--- config.mk ---
export PLATFORM = sky130hd
export DESIGN_NAME = rtcn_timer
export DESIGN_NICKNAME = d
export VERILOG_FILES = /design/src/rtl/rtcn_pkg.sv /design/src/rtl/rtcn_ctrl.sv /design/src/rtl/rtcn_datapath.sv /design/src/rtl/rtcn_timer.sv
export SDC_FILE = /design/constraint.sdc
export NUM_CORES = 1
export LEC_CHECK = 0
export ABC_AREA = 1
export BUFFER_PORTS_ARGS = -buffer_cell sky130_fd_sc_hd__buf_4
export CAP_MARGIN = 20
export CELL_PAD_IN_SITES_DETAIL_PLACEMENT = 1
export CELL_PAD_IN_SITES_GLOBAL_PLACEMENT = 2
export CORE_MARGIN = 2
export CORE_UTILIZATION = 36
export DETAILED_ROUTE_END_ITERATION = 8
export PLACE_DENSITY_LB_ADDON = 0.3
export SLEW_MARGIN = 5
export SYNTH_ARGS = -nofsm -noshare
export SYNTH_HDL_FRONTEND = slang
export SYNTH_SLANG_ARGS = --single-unit
--- constraint.sdc ---
create_clock -name clk -period 3 [get_ports clk]
set_clock_uncertainty 0.1 [all_clocks]
set_input_delay 0.15 -clock clk [delete_from_list [all_inputs] [get_ports clk]]
set_output_delay 0.15 -clock clk [all_outputs]
set_load 0.05 [all_outputs]
--- src/rtl/rtcn_pkg.sv ---
package rtcn_pkg;
  // strobes handed from the control block to the datapath
  typedef struct packed {
    logic prescStep;  // prescaler may advance this cycle
    logic cntRun;     // counter may take a tick
    logic clrAll;     // clear counter and prescaler
    logic latchHi;    // capture upper counter nibble
    logic irqArm;     // interrupt enable
  } tmrStrobe_t;

  localparam logic [1:0] ADDR_LO   = 2'd0;
  localparam logic [1:0] ADDR_HI   = 2'd1;
  localparam logic [1:0] ADDR_CTRL = 2'd2;
endpackage

--- src/rtl/rtcn_ctrl.sv ---
module rtcn_ctrl
  import rtcn_pkg::*;
#(
  parameter int NIB_W = 4
) (
  input  logic             clk,
  input  logic             rstN,
  input  logic [1:0]       busAddr,
  input  logic             busRd,
  input  logic             busWr,
  input  logic [NIB_W-1:0] busWdata,
  input  logic [NIB_W-1:0] lowNib,
  input  logic [NIB_W-1:0] holdNib,
  output logic [NIB_W-1:0] busRdata,
  output tmrStrobe_t       strobe
);
  logic clkEn, runEn, irqEn;
  logic ctrlWr;

  assign ctrlWr = busWr && (busAddr == ADDR_CTRL);

  always_ff @(posedge clk or negedge rstN) begin
    if (!rstN) begin
      clkEn <= 1'b0;
      runEn <= 1'b0;
      irqEn <= 1'b0;
    end else if (ctrlWr) begin
      clkEn <= busWdata[0];
      runEn <= busWdata[1];
      irqEn <= busWdata[2];
    end
  end

  always_comb begin
    strobe.prescStep = clkEn;
    strobe.cntRun    = runEn;
    strobe.clrAll    = ctrlWr && busWdata[3];
    strobe.latchHi   = busRd && (busAddr == ADDR_LO);
    strobe.irqArm    = irqEn;
  end

  always_comb begin
    busRdata = '0;
    case (busAddr)
      ADDR_LO:   busRdata = lowNib;
      ADDR_HI:   busRdata = holdNib;
      ADDR_CTRL: busRdata[2:0] = {irqEn, runEn, clkEn};
      default:   busRdata = '0;
    endcase
  end

  // the clear bit is a strobe and never shows in the readback
  a_r3_clear_not_stored: assert property (@(posedge clk) disable iff (!rstN)
    (busAddr == ADDR_CTRL) |-> (busRdata[NIB_W-1] == 1'b0));
  // unused address reads zero
  a_r6_unused_zero: assert property (@(posedge clk) disable iff (!rstN)
    (busAddr == 2'd3) |-> (busRdata == '0));
endmodule

--- src/rtl/rtcn_datapath.sv ---
module rtcn_datapath
  import rtcn_pkg::*;
#(
  parameter int PRESC_W = 7,
  parameter int CNT_W   = 8
) (
  input  logic                   clk,
  input  logic                   rstN,
  input  tmrStrobe_t             strobe,
  output logic [CNT_W/2-1:0]     lowNib,
  output logic [CNT_W/2-1:0]     holdNib,
  output logic                   irqReq
);
  localparam int NIB_W = CNT_W / 2;
  localparam logic [PRESC_W-1:0] PRESC_MAX = {PRESC_W{1'b1}};
  localparam logic [CNT_W-1:0]   CNT_MAX   = {CNT_W{1'b1}};

  logic [PRESC_W-1:0] presc;
  logic [CNT_W-1:0]   cnt;
  logic [NIB_W-1:0]   hold;
  logic               irqQ;
  logic               tick, adv;

  assign tick = strobe.prescStep && (presc == PRESC_MAX);
  assign adv  = tick && strobe.cntRun;

  always_ff @(posedge clk or negedge rstN) begin
    if (!rstN) begin
      presc <= '0;
      cnt   <= '0;
    end else if (strobe.clrAll) begin
      presc <= '0;
      cnt   <= '0;
    end else begin
      if (strobe.prescStep) presc <= presc + 1'b1;
      if (adv)              cnt   <= cnt + 1'b1;
    end
  end

  always_ff @(posedge clk or negedge rstN) begin
    if (!rstN)               hold <= '0;
    else if (strobe.latchHi) hold <= cnt[CNT_W-1 -: NIB_W];
  end

  always_ff @(posedge clk or negedge rstN) begin
    if (!rstN) irqQ <= 1'b0;
    else       irqQ <= strobe.irqArm && adv && !strobe.clrAll && (cnt == CNT_MAX);
  end

  assign lowNib  = cnt[NIB_W-1:0];
  assign holdNib = hold;
  assign irqReq  = irqQ;

  // prescaler frozen while the clock is gated
  a_r1_presc_frozen: assert property (@(posedge clk) disable iff (!rstN)
    (!strobe.prescStep && !strobe.clrAll) |=> $stable(presc));
  // counter holds without a running tick
  a_r2_cnt_holds: assert property (@(posedge clk) disable iff (!rstN)
    (!(strobe.prescStep && strobe.cntRun) && !strobe.clrAll) |=> $stable(cnt));
  // clear empties the counter
  a_r3_clear_zero: assert property (@(posedge clk) disable iff (!rstN)
    strobe.clrAll |=> (cnt == '0 && presc == '0));
  // a low read captures the upper bits
  a_r4_latch_value: assert property (@(posedge clk) disable iff (!rstN)
    strobe.latchHi |=> (hold == $past(cnt[CNT_W-1 -: NIB_W])));
  // holding register stays put between low reads
  a_r5_hold_stable: assert property (@(posedge clk) disable iff (!rstN)
    !strobe.latchHi |=> $stable(hold));
  // interrupt request lasts one cycle and lands on a zero count
  a_r7_irq_single: assert property (@(posedge clk) disable iff (!rstN)
    irqReq |=> !irqReq);
  a_r7_irq_at_wrap: assert property (@(posedge clk) disable iff (!rstN)
    irqReq |-> (cnt == '0));
endmodule

--- src/rtl/rtcn_timer.sv ---
module rtcn_timer
  import rtcn_pkg::*;
#(
  parameter int PRESC_W = 7,
  parameter int CNT_W   = 8
) (
  input  logic       clk,
  input  logic       rstN,
  input  logic [1:0] busAddr,
  input  logic       busRd,
  input  logic       busWr,
  input  logic [3:0] busWdata,
  output logic [3:0] busRdata,
  output logic       irqReq
);
  localparam int NIB_W = CNT_W / 2;

  tmrStrobe_t       strobe;
  logic [NIB_W-1:0] lowNib, holdNib;

  rtcn_ctrl #(.NIB_W(NIB_W)) uCtrl (
    .clk(clk), .rstN(rstN), .busAddr(busAddr), .busRd(busRd), .busWr(busWr),
    .busWdata(busWdata), .lowNib(lowNib), .holdNib(holdNib),
    .busRdata(busRdata), .strobe(strobe)
  );

  rtcn_datapath #(.PRESC_W(PRESC_W), .CNT_W(CNT_W)) uDp (
    .clk(clk), .rstN(rstN), .strobe(strobe),
    .lowNib(lowNib), .holdNib(holdNib), .irqReq(irqReq)
  );
endmodule

# Yosys cells after proc, flatten, opt, wreduce, memory -nomap -nowiden
# Cells that the tools add are included.
totals:
  input_bits: 10
  mem_count: 0
  latch_bits: 0
  reg_bits: 23
  elab_cells: 31
  mem_bits_ro: 0
  output_inout_bits: 5
  mem_bits_rw: 0
classes:
  n_lt_le_gt_ge: 0
  n_mux: 6
  n_reduce_logical: 12
  bitwise: 0
  n_eq_ne: 4
  add_sub_neg: 2
  div_mod_pow: 0
  n_shift: 0
  multipliers: 0
ops:
  columns: ["operator", "n"]
  rows:
  - ["2-to-1 mux 8 bit", 2]
  - ["2-to-1 mux 7 bit", 2]
  - ["one-hot mux 3 bit (3 select lines)", 1]
  - ["adder 8 x 1 -> 8 bit, second input constant", 1]
  - ["== test 8 bit, second input constant", 1]
  - ["logical AND 1 bit", 8]
  - ["adder 7 x 1 -> 7 bit, second input constant", 1]
  - ["== test 7 bit, second input constant", 1]
  - ["nonzero test 2 bit", 2]
  - ["== test 2 x 1 -> 1 bit, second input constant", 1]
  - ["== test 2 bit, second input constant", 1]
  - ["logical NOT 2 bit", 1]
  - ["one-hot mux 1 bit (2 select lines)", 1]
  - ["logical NOT 1 bit", 1]

# Longest topological paths before layout
# Gate-level depths: netlist of the first run.
depth:
  word_depth: 6
  ltp_mapped: 8
  mapped_depth_nobuf: 8

# Hierarchy
# A second synthesis of the first run with hierarchy kept.
unflattened:
  cells_unflattened: 170
  area_unflattened_um2: 1316.3
modules_own_cells:
  columns: ["mod", "n_inst", "cells_per_inst", "area_per_inst_um2", "seq_area_each_um2"]
  rows:
  - ["rtcn_datapath", 1, 132, 1061.0, 500.5]
  - ["rtcn_ctrl", 1, 38, 255.2, 75.1]

# Worst setup path before layout of the first run
# Ideal clock, no wire load.
synth_path:
  kind: "register -> output"
  start: "register uCtrl.clkEn"
  end: "output port busRdata[0]"
  path_stages_with_launch: 3
  arrival_ns: 1.329
  path_slack_ns: 1.421
  n_path_buf: 0
  required_ns: 2.750
  path_cell_list: "dfrtp_1 > inv_1 > o211ai_1"
synth_between:
  elab_chain_len: 1
synth_lines:
  columns: ["element", "line", "source"]
  rows:
  - ["start: declaration", "rtcn_ctrl.sv:17", "logic clkEn, runEn, irqEn;"]
  - ["start signal: assignment", "rtcn_ctrl.sv:28", "clkEn <= busWdata[0];"]
  - ["one-hot mux 3 bit (3 select lines)", "rtcn_ctrl.sv:44", "case (busAddr)"]
  - ["end: declaration", "rtcn_timer.sv:13", "output logic [3:0] busRdata,"]
# Every way passes these cells.

# Final worst setup path of the first run
# Ends and elaborated chain as after synthesis.

==> results by group, run 1 <==
Route
  • Drt wl/cell: between 10 and 15 µm
  • DRT Pass-1 Iters: 4
  • Vias: 1,050
  • DR DRC count: 0
  • Final WL: approximately 2800 µm
  • ANT nets after route: 0
  • Drt initial violations: 39
  • DR vias/cell: ~4.7

Timing
  • Fin. Hold Viols: 0
  • Total Neg Setup Slack: 0 ns
  • Worst hold margin: between 0.1 and 0.15 ns
  • Part of the cycle the worst path needs: between 50% and 60%
  • Min Clock Period, post-route: between 1.5 and 2 ns
  • Slew @ Worst Pin: 0.312 ns
  • Final setup viols: 0
  • Max Fclk: between 600 and 700 MHz
  • RSZ-0062 raised after global routing: no
  • Rel. slew slack: approximately 79%
  • Fin. max-slew vios: 0

Finish
  • Design Area, Final: around 1500 µm²
  • Area delta synth->final: 18.1%
  • Commonest non-fill, non-tap cell in the layout: nand2_1
  • Utilization after layout: around 44%
  • Most frequent cells in the layout: nand2_1 (46), dfrtp_1 (23), nand3_1 (19), inv_1 (15), buf_4 (14)
  • N_diodes: 0
  • Final net count: 189
  • Layout cells sized above 1: 17.6%

Critical path
  • CP required: around 2.8 ns
  • Startpoint Class: flop
  • CP cell instances: inv_1 -> o211ai_1 -> buf_4
  • WP buf/inv: 2
  • Worst EP arrival: between 1 and 1.5 ns
  • CP Capture Type: output pin
  • Delay-heaviest family, CP: flip-flops
  • Worst path slowest cell: dfrtp_1
  • Critical path's largest stage delay: about 0.52 ns
  • Crit path max fanout: 7
  • Setup CP Type: reg2out

Place
  • Detailed placement HPWL: around 2200 µm
  • I/O Buffers: 14
  • GPL Wtd Cong: 0.793
  • Instance area after placement: around 1400 µm²

GRT
  • First-pass GRT wire length: between 5000 and 6000 µm
  • Largest net degree at the start of global routing: 24
  • Congestion Overflow GR: 0
  • Antenna violations before repair: 0
  • Vias in the first global route: ~1.2k
  • Gr usage total: about 17%

Logic synthesis
  • Syn nets: 167
  • Cells after synthesis: between 150 and 200
  • Cell variety after synth: 23
  • Asr flop ratio synth: 100%
  • Sequential share of the synthesized area: 46.2%
  • Post-synth top flop: dfrtp_1
  • Post-synth design cell area: 1250 µm²
  • Synthesized area per cell: between 8 and 9 µm²
  • Syn. warnings: 0
  • Number of synthesized flops with an enable pin: 0
  • Register bit total from synthesis: 23

Floorplan
  • Core footprint: about 3300 µm²
  • Die W: 62.8 µm
  • Initial Util: 37.3%
  • Row count: 21
  • Total die area: approximately 3900 µm²
  • Die height: around 63 µm
  • Top-Level Pins: 15

Clocking
  • # resized after CTS: 0
  • CTS max path bufs: 2
  • TritonCTS clock tree: done
  • TritonCTS buffer count: 3
  • CTS Sinks: 23
  • Clock Latency Late Sink: 0.32 ns
  • Root buf cell: clkbuf_4
  • H-tree levels: 1
  • Clk slew on worst S/H paths: approximately 0.13 ns

Pwr
  • Power density over the cells: approximately 500 nW/µm²
  • Pleak: 0.731 nW
  • Peak supply drop: 241 µV

Min path
  • Hold Crit Class: in2reg

Status
  • Outcome: completed

Job
  • Max-cap viol count: 0
## worst reg2reg max path: cells and delay by family (launching register included)
| family | cells | cell delay (ns) |
|---|---|---|
| fa+ha+maj | 1 | 0.20 |
| simple gates | 7 | 0.70 |
| flops | 1 | 0.44 |
## layout make-up
type	count	area, µm²
multi-input combinational	114	602
timing repair buffer	18	145
tap	46	57.6
fill	426	1870
clock buffer	3	22.5
sequential	23	576
inverter	17	63.8
clock inverter	1	5.00
## state kept, by name (all words and copies together) (netlist names)
name         flops
uDp.holdNib      4
uCtrl.irqEn      1
uCtrl.clkEn      1
uDp.cnt          8
uDp.presc        7
uCtrl.runEn      1
uDp.irqReq       1
## cell families (layout without fill, tap and decap cells)
family,after synthesis,count (layout),synth area share [%]
buffers and inverters,18,39,5.52
and+or+nand+nor,91,91,36.3
xor gates and xnor gates,1,1,0.703
DFF,23,23,46.2
AOI/OAI and AO/OA,19,19,8.33
adders and majority gates,2,2,2.01
muxes,1,1,0.904
## cell usage after synthesis (2+ instances only)
master    instances  area share [%]
a21oi_1           6             2.4
dfrtp_1          23              46
ha_1              2             2.0
inv_1            15             4.5
inv_2             2            0.60
nand2_1          46              14
nand3_1          19             7.6
nand4_1           3             1.5
nand4_4           2             3.4
nor2_1           13             3.9
nor2_2            2             1.0
o211ai_1          2             1.2
o21ai_0          10             4.0
## path summary, 6_finish.rpt
path	from	endpoint	slack (ns)	depth (start not counted)
setup / recovery	uCtrl.clkEn$_DFFE_PN0N_	busRdata[0]	1.35	3
hold / removal	busRd	uDp.holdNib[1]$_DFFE_PN0P_	0.12	4
setup reg to reg	uDp.cnt[1]$_DFFE_PN0P_	uDp.cnt[6]$_DFFE_PN0P_	1.46	8
hold reg to reg	uDp.holdNib[1]$_DFFE_PN0P_	uDp.holdNib[1]$_DFFE_PN0P_	0.41	2
max in group asynchronous	rstN	uCtrl.clkEn$_DFFE_PN0N_	2.43	2
min in group asynchronous	rstN	uDp.cnt[3]$_DFFE_PN0P_	0.14	2
## what timing repair did
item                                    4_1_cts  5_1_grt
hold buffers                                  4        0
endpoints found under the setup margin        0        0
buffers inserted                              0        0
hold endpoints to repair                     26        0
## power by group
part           leakage [nW]  total [W]  switching [W]  internal (W)
Sequential            0.300   0.000420      0.0000601      0.000360
Clock                0.0177   0.000146      0.0000956     0.0000500
Combinational         0.413   0.000181       0.000108     0.0000732
Total                 0.731   0.000747       0.000263      0.000483
## per-layer routing
metal	vias to the layer above	share of wire [%]	global-route usage [%]
met3	5	3.3	2.70
li1	550	-	-
met4	0	2.5	8.33
met2	15	44	28.1
met1	480	50	21.9
met5	-	0	0
## stage by stage
step / cells / worst slack [ns] / total power, W
3_3_place_gp: 214 / 1.50 / 0.000593
3_5_place_dp: 214 / 1.50 / 0.000607
2_1_floorplan: 155 / 1.42 / 0.000540
5_1_grt: 222 / 1.23 / 0.000818
4_1_cts: 222 / 1.33 / 0.000760
6_report: 222 / 1.35 / 0.000747
No activity file was read; power rests on OpenSTA's default activity.
==> run 2: changes to the inputs <==
ABC_AREA = 0   (was 1)
clock period = 1.55 ns   (was 3 ns; I/O delays follow)
==> run 2 against run 1 <==
  * Clock power grew 91%
  * Via count shrank 8.2%
  * First-iteration DRC count shrank 15%
  * Sequential power grew 95%
  * Area after synthesis shrank 7.5%
  * Flip-flop and latch count is the same
  * Die area shrank 7.1%
  * The run now ends with setup timing left
  * Register-to-register slack lost 1.6 ns
  * Synthesized cell count shrank 29%
  * Hold slack lost 0.025 ns
  * Worst setup slack lost 1.5 ns
==> results by group, run 2 <==
Status
  • Outcome: complete, but fails checks
  • Failing checks: setup timing

Timing
  • Rel. slew slack: 80.0% (+0.88 points)
  • Setup ws final: -0.0985 ns (-1.45 ns)
  • Fin. max-slew vios: 0 (unchanged)
  • Slew @ Worst Pin: 0.300 ns (-0.0127 ns)
  • Worst hold margin: 0.0934 ns (-0.0248 ns)
  • Fin. Hold Viols: 0 (unchanged)
  • Final setup viols: 3 (+3)
  • Min Clock Period, post-route: between 1.5 and 2 ns
  • Part of the cycle the worst path needs: 106%
  • RSZ-0062 raised after global routing: yes
  • Max Fclk: a little over 600 MHz

Route
  • DR DRC count: 0 (unchanged)
  • ANT nets after route: 0 (unchanged)
  • Drt initial violations: 33 (-15%)
  • Vias: 964 (-8.2%)
  • DR vias/cell: 4.99 (+5.6%)
  • Drt wl/cell: 15.5 µm (+22%)
  • DRT Pass-1 Iters: 4 (unchanged)
  • Final WL: 2990 µm (+6.1%)

Clocking
  • TritonCTS clock tree: done
  • CTS max path bufs: 2 (unchanged)
  • H-tree levels: 1 (unchanged)
  • Clk slew on worst S/H paths: 0.12 ns (about the same)
  • Clock Latency Late Sink: 0.31 ns (about the same)
  • Root buf cell: clkbuf_4
  • TritonCTS buffer count: 3 (unchanged)
  • CTS Sinks: 23 (unchanged)

Critical path
  • Setup CP Type: reg2reg
  • CP cell instances: ha_4 -> nand4_4 -> or3_4 -> or3_4 -> a21oi_2
  • Critical path's largest stage delay: 0.42 ns (-0.10 ns)
  • Startpoint Class: flop
  • CP most frequent cell: or3_4
  • Worst EP arrival: 1.80 ns (+0.40 ns)
  • CP required: 1.70 ns (-1.05 ns)
  • Worst path slowest cell: dfrtp_1
  • Crit path max fanout: 4 (-3)
  • CP Capture Type: flop
  • Worst reg2reg path depth: 5 (-3)

Logic synthesis
  • Syn. warnings: 0 (unchanged)
  • Cell variety after synth: 26 (+13%)
  • Register bit total from synthesis: 23 (unchanged)
  • Cells after synthesis: 110 (-29%)
  • Post-synth top area share: 49.9% (+3.8 points)
  • Sequential share of the synthesized area: 49.9% (+3.8 points)
  • Area leader, netlist: dfrtp_1
  • Synthesized area per cell: 10.5 µm² (+30%)
  • Post-synth top flop: dfrtp_1
  • Number of synthesized flops with an enable pin: 0 (unchanged)
  • Area contributors post-synth: dfrtp_1 (50%), mux2_2 (6.8%), xnor2_1 (4.6%)
  • Syn nets: 122 (-27%)
  • Post-synth design cell area: 1150 µm² (-7.5%)
  • Count leader, synth: dfrtp_1
  • Asr flop ratio synth: 100% (unchanged)
  • Post-synth top cells: dfrtp_1 (23), nor2_1 (12), nand2_1 (10), o21ai_0 (8), mux2_2 (7)

Floorplan
  • Die height: 60.6 µm (-3.6%)
  • Total die area: 3670 µm² (-7.1%)
  • Row count: 20 (-4.8%)
  • Die W: 60.6 µm (-3.6%)
  • Top-Level Pins: 15 (unchanged)
  • Initial Util: 37.7% (+0.40 points)
  • Core footprint: 3050 µm² (-8.5%)

Pwr
  • Peak supply drop: 613 µV (+150%)
  • Pleak: 0.714 nW (-2.4%)
  • Power density over the cells: 1070 nW/µm² (+110%)

Finish
  • N_diodes: 0 (unchanged)
  • Final net count: 162 (-14%)
  • Commonest non-fill, non-tap cell in the layout: buf_4
  • Finished Layout Cells: 193 (-13%)
  • Register with the highest flop count: uDp.cnt
  • Largest register FFs: 8 (unchanged)
  • Area delta synth->final: 37.8%
  • Layout cells sized above 1: 38.9% (+21 points)
  • Most frequent cells in the layout: buf_4 (35), dfrtp_1 (23), nor2_1 (12), nand2_1 (10), mux2_2 (7)
  • Fillers: 356 (-16%)
  • Multi-input logic area: 628 µm² (+4.4%)
  • Reg area: 576 µm² (unchanged)

Place
  • GPL Wtd Cong: 0.785 (-1.0%)
  • I/O Buffers: 14 (unchanged)
  • Detailed placement HPWL: 2170 µm (-1.8%)
  • Pre-CTS setup slack: -0.0724 ns (-1.57 ns)
  • Cell count after placement: 183 (-14%)

GRT
  • Congestion Overflow GR: 0 (unchanged)
  • First-pass GRT wire length: 4800 µm (-9.5%)
  • Gr usage total: 18.6% (+1.5 points)
  • Largest net degree at the start of global routing: 24 (unchanged)
  • Vias in the first global route: 1,022 (-14%)
  • Antenna violations before repair: 0 (unchanged)

Job
  • Max-cap viol count: 0 (unchanged)

Min path
  • Hold Crit Class: in2async
==> run 2: cell count changes after synthesis, sizes merged, moves of 3 or more <==
cell,change
o21ai,-3
mux2i,+5
xnor2,+6
mux2,+6
nand3,-13
inv,-17
nor2,-5
nand2,-36
or3,+5
==> run 2: kinds of logic after synthesis <==
family                   share of synthesized area [%]
flip-flops                                        49.9
AO/OA/AOI/OAI                                     5.65
AND/OR/NAND/NOR                                   22.4
adder cells (fa/ha/maj)                           2.17
XOR/XNOR                                          6.84
buffers and inverters                             1.85
multiplexers                                      11.2
==> run 2: worst max-delay path: cells and delay by family (launching register included) <==
family	cells	cell delay, ns
simple gates	3	0.76
flops	1	0.42
fa+ha+maj	1	0.17
compound gates	1	0.13
==> run 2: cell type report <==
| cell class | instances | area share [%] |
|---|---|---|
| Multi-Input combinational cell | 83 | 39.6 |
| Timing Repair Buffer | 39 | 19.1 |
| Sequential cell | 23 | 36.2 |
| Tap cell | 44 | 3.47 |
| Clock buffer | 4 | 1.65 |
==> run 2: per-stage QoR <==
step / TNS, ns / power [W] / util [%] / area [µm²]
final: -0.228 / 0.00170 / 52.0 / 1590
after global routing: -0.406 / 0.00183 / 52.0 / 1590
after CTS: -0.166 / 0.00169 / 50.2 / 1530
after detailed placement: -0.196 / 0.00138 / 47.4 / 1450
after global placement: -0.00640 / 0.00136 / 47.4 / 1450
after floorplan: -0.0336 / 0.00111 / - / 1160
==> run 2: worst paths after layout <==
path / from / to / slack (ns)
max: uDp.presc[0]$_DFFE_PN0P_ / uDp.cnt[5]$_DFFE_PN0P_ / -0.1
min: rstN / uDp.irqReq$_DFF_PN0_ / 0.09
max reg2reg: uDp.presc[0]$_DFFE_PN0P_ / uDp.cnt[5]$_DFFE_PN0P_ / -0.1
min reg2reg: uDp.holdNib[3]$_DFFE_PN0P_ / uDp.holdNib[3]$_DFFE_PN0P_ / 0.44
max in group asynchronous: rstN / uDp.presc[0]$_DFFE_PN0P_ / 1.02
min in group clk: busWr / uCtrl.clkEn$_DFFE_PN0N_ / 0.10
==> run 2: power by group <==
part           total, W  leakage, nW  internal, W  switching (W)
clock          0.000279       0.0150     0.000101       0.000178
combinational  0.000604        0.395     0.000329       0.000275
sequential     0.000819        0.304     0.000712       0.000107
==> run 2: what timing repair did <==
item | in CTS | in global routing
setup endpoints to repair | 3 | 7
gates resized for setup | 4 | 7
hold endpoints to repair | 26 | 0
pin swaps | 0 | 2
setup buffers | 0 | 2
hold buffers | 4 | 0
==> run 2: layer usage <==
| layer | GRT usage [%] | wire length [µm] | vias to the layer above | part of all wire (%) |
|---|---|---|---|---|
| met5 | 0 | 0 | - | 0 |
| met4 | 11.8 | 120 | 0 | 4.0 |
| met3 | 2.77 | 49 | 8 | 1.6 |
| met2 | 30.6 | 1520 | 12 | 51 |
| met1 | 22.8 | 1300 | 480 | 44 |
| li1 | - | - | 464 | - |
